--- src/rtl/gpio_pkg.sv ---
package gpio_pkg;
    typedef enum logic [3:0] {
        RA_LEVEL  = 4'h0,
        RA_DRIVE  = 4'h1,
        RA_OE     = 4'h2,
        RA_PULL   = 4'h3,
        RA_FSEL0  = 4'h4,
        RA_FSEL1  = 4'h5,
        RA_IEN    = 4'h6,
        RA_POL    = 4'h7,
        RA_FLAG   = 4'h8
    } gpio_reg_e;

    typedef enum logic [1:0] {
        PM_GPIO = 2'b00,
        PM_PRIM = 2'b01,
        PM_RSVD = 2'b10,
        PM_SEC  = 2'b11
    } pin_mode_e;
endpackage

--- src/rtl/gpio_in_sync.sv ---
module gpio_in_sync #(
    parameter int W = 8
) (
    input  logic         clk,
    input  logic         rst_n,
    input  logic [W-1:0] pad_in,
    output logic [W-1:0] level_o,
    output logic [W-1:0] rise_o,
    output logic [W-1:0] fall_o
);
    localparam int ARM = 3;

    logic [W-1:0]   meta_q, lvl_q, prev_q;
    logic [ARM-1:0] arm_q;

    always_ff @(posedge clk or negedge rst_n) begin
        if (!rst_n) begin
            meta_q <= '0;
            lvl_q  <= '0;
            prev_q <= '0;
            arm_q  <= '0;
        end else begin
            meta_q <= pad_in;
            lvl_q  <= meta_q;
            prev_q <= lvl_q;
            arm_q  <= {arm_q[ARM-2:0], 1'b1};
        end
    end

    assign level_o = lvl_q;
    assign rise_o  = arm_q[ARM-1] ? (lvl_q & ~prev_q) : '0;
    assign fall_o  = arm_q[ARM-1] ? (~lvl_q & prev_q) : '0;

    // the visible level is the pin value from two edges back
    a_r3_sync_depth: assert property (@(posedge clk) disable iff (!rst_n)
        arm_q[ARM-1] |-> (level_o == $past(pad_in, 2)));
endmodule

--- src/rtl/gpio_pin_mux.sv ---
module gpio_pin_mux
    import gpio_pkg::*;
#(
    parameter int W = 8
) (
    input  logic [W-1:0] fsel0,
    input  logic [W-1:0] fsel1,
    input  logic [W-1:0] drive,
    input  logic [W-1:0] prim_out,
    input  logic [W-1:0] sec_out,
    output logic [W-1:0] pad_out,
    output logic [W-1:0] periph_mask
);
    for (genvar i = 0; i < W; i++) begin : g_pin
        pin_mode_e mode;
        logic      val;
        logic      is_periph;

        assign mode = pin_mode_e'({fsel1[i], fsel0[i]});

        always_comb begin
            unique case (mode)
                PM_GPIO: begin val = drive[i];    is_periph = 1'b0; end
                PM_PRIM: begin val = prim_out[i]; is_periph = 1'b1; end
                PM_SEC:  begin val = sec_out[i];  is_periph = 1'b1; end
                PM_RSVD: begin val = 1'b0;        is_periph = 1'b1; end
                default: begin val = 1'b0;        is_periph = 1'b1; end
            endcase
        end

        assign pad_out[i]     = val;
        assign periph_mask[i] = is_periph;
    end
endmodule

--- src/rtl/gpio_irq.sv ---
module gpio_irq #(
    parameter int W = 8
) (
    input  logic         clk,
    input  logic         rst_n,
    input  logic [W-1:0] rise,
    input  logic [W-1:0] fall,
    input  logic [W-1:0] pol,
    input  logic [W-1:0] periph_mask,
    input  logic [W-1:0] ien,
    input  logic         gie,
    input  logic         flag_wr,
    input  logic [W-1:0] wdata,
    output logic [W-1:0] flags_o,
    output logic         irq_o
);
    logic [W-1:0] flag_q, hit, base;

    assign hit  = ((rise & ~pol) | (fall & pol)) & ~periph_mask;
    assign base = flag_wr ? wdata : flag_q;

    always_ff @(posedge clk or negedge rst_n) begin
        if (!rst_n) flag_q <= '0;
        else        flag_q <= base | hit;
    end

    assign flags_o = flag_q;
    assign irq_o   = gie & (|(flag_q & ien));

    // without a write, no pending flag is lost
    a_r7_sticky: assert property (@(posedge clk) disable iff (!rst_n)
        !flag_wr |=> ((flag_q & $past(flag_q)) == $past(flag_q)));
    // a peripheral-owned line never gains a flag except by software
    a_r10_periph_block: assert property (@(posedge clk) disable iff (!rst_n)
        !flag_wr |=> ((flag_q & ~$past(flag_q) & $past(periph_mask)) == '0));
    // the request is silent while the global enable is low
    a_r9_gie_gate: assert property (@(posedge clk) disable iff (!rst_n)
        !gie |-> !irq_o);
endmodule

--- src/rtl/gpio_edge_port.sv ---
module gpio_edge_port
    import gpio_pkg::*;
#(
    parameter int W = 8
) (
    input  logic         clk,
    input  logic         rst_n,
    input  logic [3:0]   bus_addr,
    input  logic         bus_we,
    input  logic [W-1:0] bus_wdata,
    output logic [W-1:0] bus_rdata,
    input  logic [W-1:0] pad_in,
    output logic [W-1:0] pad_out,
    output logic [W-1:0] pad_oe,
    output logic [W-1:0] pull_up,
    output logic [W-1:0] pull_dn,
    input  logic [W-1:0] prim_out,
    input  logic [W-1:0] sec_out,
    output logic [W-1:0] periph_in,
    input  logic         gie,
    output logic         irq
);
    gpio_reg_e    addr;
    logic [W-1:0] drive_q, oe_q, pull_q, fsel0_q, fsel1_q, ien_q, pol_q;
    logic [W-1:0] level, rise, fall, flags, periph_mask;
    logic         flag_wr;

    assign addr    = gpio_reg_e'(bus_addr);
    assign flag_wr = bus_we && (addr == RA_FLAG);

    always_ff @(posedge clk or negedge rst_n) begin
        if (!rst_n) begin
            drive_q <= '0;
            oe_q    <= '0;
            pull_q  <= '0;
            fsel0_q <= '0;
            fsel1_q <= '0;
            ien_q   <= '0;
            pol_q   <= '0;
        end else if (bus_we) begin
            case (addr)
                RA_DRIVE: drive_q <= bus_wdata;
                RA_OE:    oe_q    <= bus_wdata;
                RA_PULL:  pull_q  <= bus_wdata;
                RA_FSEL0: fsel0_q <= bus_wdata;
                RA_FSEL1: fsel1_q <= bus_wdata;
                RA_IEN:   ien_q   <= bus_wdata;
                RA_POL:   pol_q   <= bus_wdata;
                default:  ;
            endcase
        end
    end

    always_comb begin
        case (addr)
            RA_LEVEL: bus_rdata = level;
            RA_DRIVE: bus_rdata = drive_q;
            RA_OE:    bus_rdata = oe_q;
            RA_PULL:  bus_rdata = pull_q;
            RA_FSEL0: bus_rdata = fsel0_q;
            RA_FSEL1: bus_rdata = fsel1_q;
            RA_IEN:   bus_rdata = ien_q;
            RA_POL:   bus_rdata = pol_q;
            RA_FLAG:  bus_rdata = flags;
            default:  bus_rdata = '0;
        endcase
    end

    gpio_in_sync #(.W(W)) u_sync (
        .clk(clk), .rst_n(rst_n), .pad_in(pad_in),
        .level_o(level), .rise_o(rise), .fall_o(fall)
    );

    gpio_pin_mux #(.W(W)) u_mux (
        .fsel0(fsel0_q), .fsel1(fsel1_q), .drive(drive_q),
        .prim_out(prim_out), .sec_out(sec_out),
        .pad_out(pad_out), .periph_mask(periph_mask)
    );

    gpio_irq #(.W(W)) u_irq (
        .clk(clk), .rst_n(rst_n), .rise(rise), .fall(fall),
        .pol(pol_q), .periph_mask(periph_mask), .ien(ien_q), .gie(gie),
        .flag_wr(flag_wr), .wdata(bus_wdata),
        .flags_o(flags), .irq_o(irq)
    );

    assign pad_oe    = oe_q;
    assign pull_up   = pull_q & drive_q;
    assign pull_dn   = pull_q & ~drive_q;
    assign periph_in = level;

    // a pad is never pulled both ways at once
    a_r4_pull_exclusive: assert property (@(posedge clk) disable iff (!rst_n)
        (pull_up & pull_dn) == '0);
    // the drive enable follows the last write to its register
    a_r2_oe_write: assert property (@(posedge clk) disable iff (!rst_n)
        (bus_we && addr == RA_OE) |=> (pad_oe == $past(bus_wdata)));
endmodule

--- config.mk ---
export PLATFORM = sky130hd
export DESIGN_NAME = gpio_edge_port
export DESIGN_NICKNAME = d
export VERILOG_FILES = /design/src/rtl/gpio_pkg.sv /design/src/rtl/gpio_in_sync.sv /design/src/rtl/gpio_pin_mux.sv /design/src/rtl/gpio_irq.sv /design/src/rtl/gpio_edge_port.sv
export SDC_FILE = /design/constraint.sdc
export NUM_CORES = 1
export LEC_CHECK = 0
export BUFFER_PORTS_ARGS = -buffer_cell sky130_fd_sc_hd__buf_2
export CAP_MARGIN = 10
export CORE_MARGIN = 4
export CORE_UTILIZATION = 25
export CTS_CLUSTER_DIAMETER = 150
export DETAILED_ROUTE_END_ITERATION = 8
export HOLD_SLACK_MARGIN = 0.15
export PLACE_DENSITY_LB_ADDON = 0.1
export SLEW_MARGIN = 20
export SYNTH_ARGS = -nofsm -noshare
export SYNTH_HDL_FRONTEND = slang
export SYNTH_SLANG_ARGS = --single-unit
export TNS_END_PERCENT = 50
--- constraint.sdc ---
create_clock -name clk -period 1.9 [get_ports clk]
set_input_delay 0.38 -clock clk [delete_from_list [all_inputs] [get_ports clk]]
set_output_delay 0.38 -clock clk [all_outputs]
set_load 0.03 [all_outputs]
# ---- Word-level counts from Yosys, hierarchy flattened
# Cells that the tools add are included.
dict set report classes {
  eq_ne 32
  mux 20
  bitwise 16
  n_reduce_logical 26
}
# cell count
set ops {}
lappend ops {{$pmux 8 s9} 1}
lappend ops {{$and 8x8->8} 8}
lappend ops {{$not 8->8} 5}
lappend ops {{$eq 2x2->1 const B} 16}
lappend ops {{$pmux 1 s4} 8}
lappend ops {{$mux 8} 3}
lappend ops {{$reduce_or 3->1} 8}
lappend ops {{$eq 2x1->1 const B} 8}
lappend ops {{$eq 4x3->1 const B} 4}
lappend ops {{$logic_not 2->1} 8}
lappend ops {{$or 8x8->8} 2}
lappend ops {{$pmux 1 s2} 8}
lappend ops {{$reduce_and 2->1} 7}
lappend ops {{$eq 4x2->1 const B} 2}
lappend ops {{$reduce_or 8->1} 1}
lappend ops {{$eq 4x1->1 const B} 1}
lappend ops {{$eq 4x4->1 const B} 1}
lappend ops {{$logic_not 4->1} 1}
lappend ops {{$and 1x1->1} 1}
lappend ops {{$logic_and 1x1->1} 1}
dict set report word_totals {
  regBits 91
  output_inout_bits 49
  elab_cells 106
}

# ---- Longest topological paths before layout
dict set report logic_depth {
  ltp_word 7
  depth_mapped 6
  depth_no_buf 3
}

# ---- By module
# From an unflattened synthesis, not the netlist that was laid out.
dict set report unflattened {
  hier_cells 385
  area_unflattened_um2 4808.4
}
# module instances cells_per_inst area_per_inst_um2
set modules_own_cells {}
lappend modules_own_cells {gpio_edge_port 1 246 3146.8}
lappend modules_own_cells {gpio_in_sync 1 45 838.3}
lappend modules_own_cells {gpio_irq 1 39 454.2}
lappend modules_own_cells {gpio_pin_mux 1 55 369.1}

# ---- Worst setup path after synthesis
# No wires, ideal clock.
dict set report synth_path {
  path_kind {input -> output}
  from {input bus_addr[0]}
  to {output bus_rdata[6]}
  arrival_time_ps 1723
  required_time_ps 1520
  path_slack_ps -203
  path_stages 5
  n_path_buf 2
  path_cell_list {buf_2 buf_2 nor3b_1 a31oi_1 o311ai_1}
}
dict set report synth_via {
  elab_chain_len 2
  word_cells_on_any_way 10
}
# item line_no
set synth_rtl {}
lappend synth_rtl {{start: declaration} gpio_edge_port.sv:8} ;# input logic [3:0] bus_addr,
lappend synth_rtl {{$eq 4x4->1, or another cell as far along} gpio_edge_port.sv:55} ;# case (addr)
lappend synth_rtl {{$pmux 8 s9 *} gpio_edge_port.sv:55}
lappend synth_rtl {{end: declaration} gpio_edge_port.sv:11} ;# output logic [W-1:0] bus_rdata,
# Mark *: on every way between the ends. The rest lies on a longest branch, timed or not.

# ---- Worst setup path in the final report
dict set report layout_path {
  from {register u_irq.flag_q[0], in the netlist u_irq.flags_o[0]}
  to {output bus_rdata[0]}
}
dict set report layout_via {
  elab_chain_len 1
}
# item line_no
set layout_rtl {}
lappend layout_rtl {{start: declaration} gpio_irq.sv:17} ;# logic [W-1:0] flag_q, hit, base;
lappend layout_rtl {{start signal: assignment} gpio_irq.sv:24} ;# else flag_q <= base | hit;
lappend layout_rtl {{$pmux 8 s9} gpio_edge_port.sv:55}
# Every way passes these cells.

==> summary.md <==
| Metric | Value |
|---|---|
| Clock transition at path regs | ~70 ps |
| Clock root buffer master | clkbuf_16 |
| Status | complete, but fails checks |
| Leak | about 3 nW |
| GR Util All Layers | 14.9% |
| Met3 routed WL | 720 um |
| Top post-synthesis cells by area | dfrtp_1 49%, mux2_2 11%, mux2i_1 5.6% |
| Total I/O pin count | just under 90 |
| Startpoint types | flip-flop |
| R2r startpoint | pol_q[1] |
| DR pass1 iterations | 4 |
| Slew headroom | 64.8% |
| Fraction of layout cells with a size suffix above 1 | 51.5% |
| Area Growth Syn to Fin | 41.7% |
| CP Launch Point | u_irq.flags_o[0] |
| Clock Skew | 6.54 ps |
| Die width | ~140 um |
| Die Y-Extent | 144 um |
| Worst-Skew Late Latency | between 300 and 400 ps |
| Avg Vias per Cell | 4.76 |
| DRC Markers | 0 |
| Max Cap Viol | 0 |
| Slew Viols, Final | 0 |
| Core region area | 18000 sq um |
| Yosys warns | 0 |
| Setup crit end kind | output port |
| Synthesized area | 4610 sq um |
| WL/cell | 19.4 um |
| # diodes | 0 |
| Register Area | 2280 sq um |
| Fmax achieved | between 500 and 600 MHz |
| Post-synth top area cell | dfrtp_1 |
| Post-route ant nets | 0 |
| Final setup margin | -70.8 ps |
| Cell variety after synth | 50 |
| Failing checks | negative setup slack |
| Arrival time worst endpoint | 1590 ps |
| Syn nets | 415 |
| First-pass GRT wire length | 23000 um |
| Vias post-DR | around 3700 |
| Share of the synthesized area in the top cell type | 49.4% |
| CTS tree | done |
| Filler cell count | 1816 |
| Final Critical Period | 1970 ps |
| Area of the multi-input gates | 2270 sq um |
| Peak VDD IR | 465 uV |
| Cell Pwr Density | 990 nW/um^2 |
| Seq/Total Area, Yosys | 49.4% |
| Worst Setup EP | bus_rdata[0] |
| Met2 WL | 6740 um |
| Initial antenna violation count | 1 |
| Reg2reg setup slack | 760 ps |
| Initial DRC Count | just over 200 |
| Req. time, crit path | roughly 1500 ps |
| Slew @ Worst Pin | 527 ps |
| Vias in the first global route | 3798 |
| Pre-CTS WS | -451 ps |
| Final hold viol count | 0 |
| GR Overflow Total | 0 |
| Setup-failing EPs final | 8 |
| Commonest register cell after synthesis | dfrtp_1 |
| Seq cells post-synth | 91 |
| Largest net degree at the start of global routing | 92 |
| Synth cell count leaders | 91 x dfrtp_1, 47 x mux2_2, 28 x nand3_1 |
| R2R depth | 4 |
| Max Root-Sink Buffers | 2 |
| Worst Hold Class | reg2reg |
| Wl on met1 | 7100 um |
| Final Power | 6.46 mW |
| Cells after Synth | 375 |
| RSZ-0062 raised after global routing | true |
| Port bufs | roughly 90 |
| Top Layer Used | met5 |
| Num rows | 49 |
| Asr flop ratio synth | 100% |
| CTS Buf Count | 9 |
| RR Endpoint | u_irq.flags_o[1] |
| Full die area | slightly above 20000 sq um |
| Number of synthesized flops with an enable pin | 0 |
| WL final | 14900 um |
| Critical path class | reg2out |
| Mean Syn Cell Area | 12.3 sq um |
| Nets | 573 |
| Most common cell in the netlist | dfrtp_1 |
| Dpl hpwl | 10200 um |
| Clk sinks | between 90 and 100 |
| Initial Utilization | roughly 26% |
| H-tree depth | 3 |
| Final period util | 104% |
| Max FO, Critical Path | 2 |
| Routability cong. | around 0.74 |
[through the flow]
stage	util [%]	TNS (ps)	hold WS (ps)	area [sq um]	std cells
5_1_grt	36.2	-820	362	6530	767
3_5_place_dp	31.0	-5980	335	5580	714
4_1_cts	35.6	-556	350	6410	758
6_report	36.2	-375	348	6530	767
2_1_floorplan	-	0	84.4	4610	375
3_3_place_gp	31.0	-5690	333	5580	714
[worst max-delay path, cell delays in order (launching register included)]
cell and delay (ps):
dfrtp_1 360, or4bb_4 470, a21oi_2 150, a2111o_1 130, buf_6 130
[per-layer routing]
layer	vias to the layer above	GRT usage, %
li1	1730	-
met1	1805	21.1
met2	90	22.5
met3	23	3.13
met4	2	5.10
met5	-	0
[cells in the final DEF (no fill, tap or decap), drive strengths merged, types with 2 or more instances in the layout]
cell type	instances
nand2	2
a2111o	7
inv	3
a211oi	3
or3b	6
or4bb	6
nand4	2
or3	2
bufbuf	2
nand4b	7
a22oi	4
buf	164
o21ai	16
o211ai	8
nor3b	10
nor2	12
mux2i	26
dfrtp	91
and2	9
o32ai	3
mux2	56
nand3	28
a21oi	10
nor2b	8
clkbuf	9
clkinv	5
nor3	2
and3b	8
nand3b	7
o22ai	4
dlygate4sd3	9
[cell type report]
type	count	area share, %
Clock buffer	9	3.45
Tap cell	229	4.39
Sequential cell	91	35.0
Multi-Input combinational cell	254	34.7
Clock inverter	7	1.03
Timing Repair Buffer	175	21.3
Inverter	2	0.115
[how the worst min path moves through the flow]
stage                          start                 to  slack, ps  cells past startpoint
floorplan                      rst_n         drive_q[0]         80                      0
global placement    u_sync.meta_q[1]  u_sync.level_o[1]        330                      0
detailed placement   u_sync.arm_q[1]    u_sync.arm_q[2]        330                      0
global route        u_sync.meta_q[2]  u_sync.level_o[2]        360                      0
finish              u_sync.meta_q[4]  u_sync.level_o[4]        350                      0
CTS                     bus_wdata[1]   u_irq.flags_o[1]        350                      3
[cells by family after synthesis]
| group | Yosys count | share of synthesized area (%) |
|---|---|---|
| muxes | 82 | 20.0 |
| buffers and inverters | 30 | 4.26 |
| DFF | 91 | 49.4 |
| other | 1 | 0.0814 |
| AOI/OAI and AO/OA | 60 | 9.02 |
| and+or+nand+nor | 111 | 17.2 |
[where the power goes]
group	total [mW]	switching [mW]	internal, mW
Clock	1.83	0.808	1.02
Combinational	2.03	1.05	0.987
Sequential	2.60	0.315	2.29
[what timing repair did]
| action | in CTS | in global routing |
|---|---|---|
| pin swaps | 16 | 10 |
| hold buffers | 9 | 0 |
| buffers inserted | 18 | 9 |
| hold endpoints to repair | 99 | 0 |
| gates resized for setup | 69 | 14 |
| setup endpoints to repair | 8 | 9 |
| cloned | 2 | 0 |
Power figures use the tool's default switching activity.
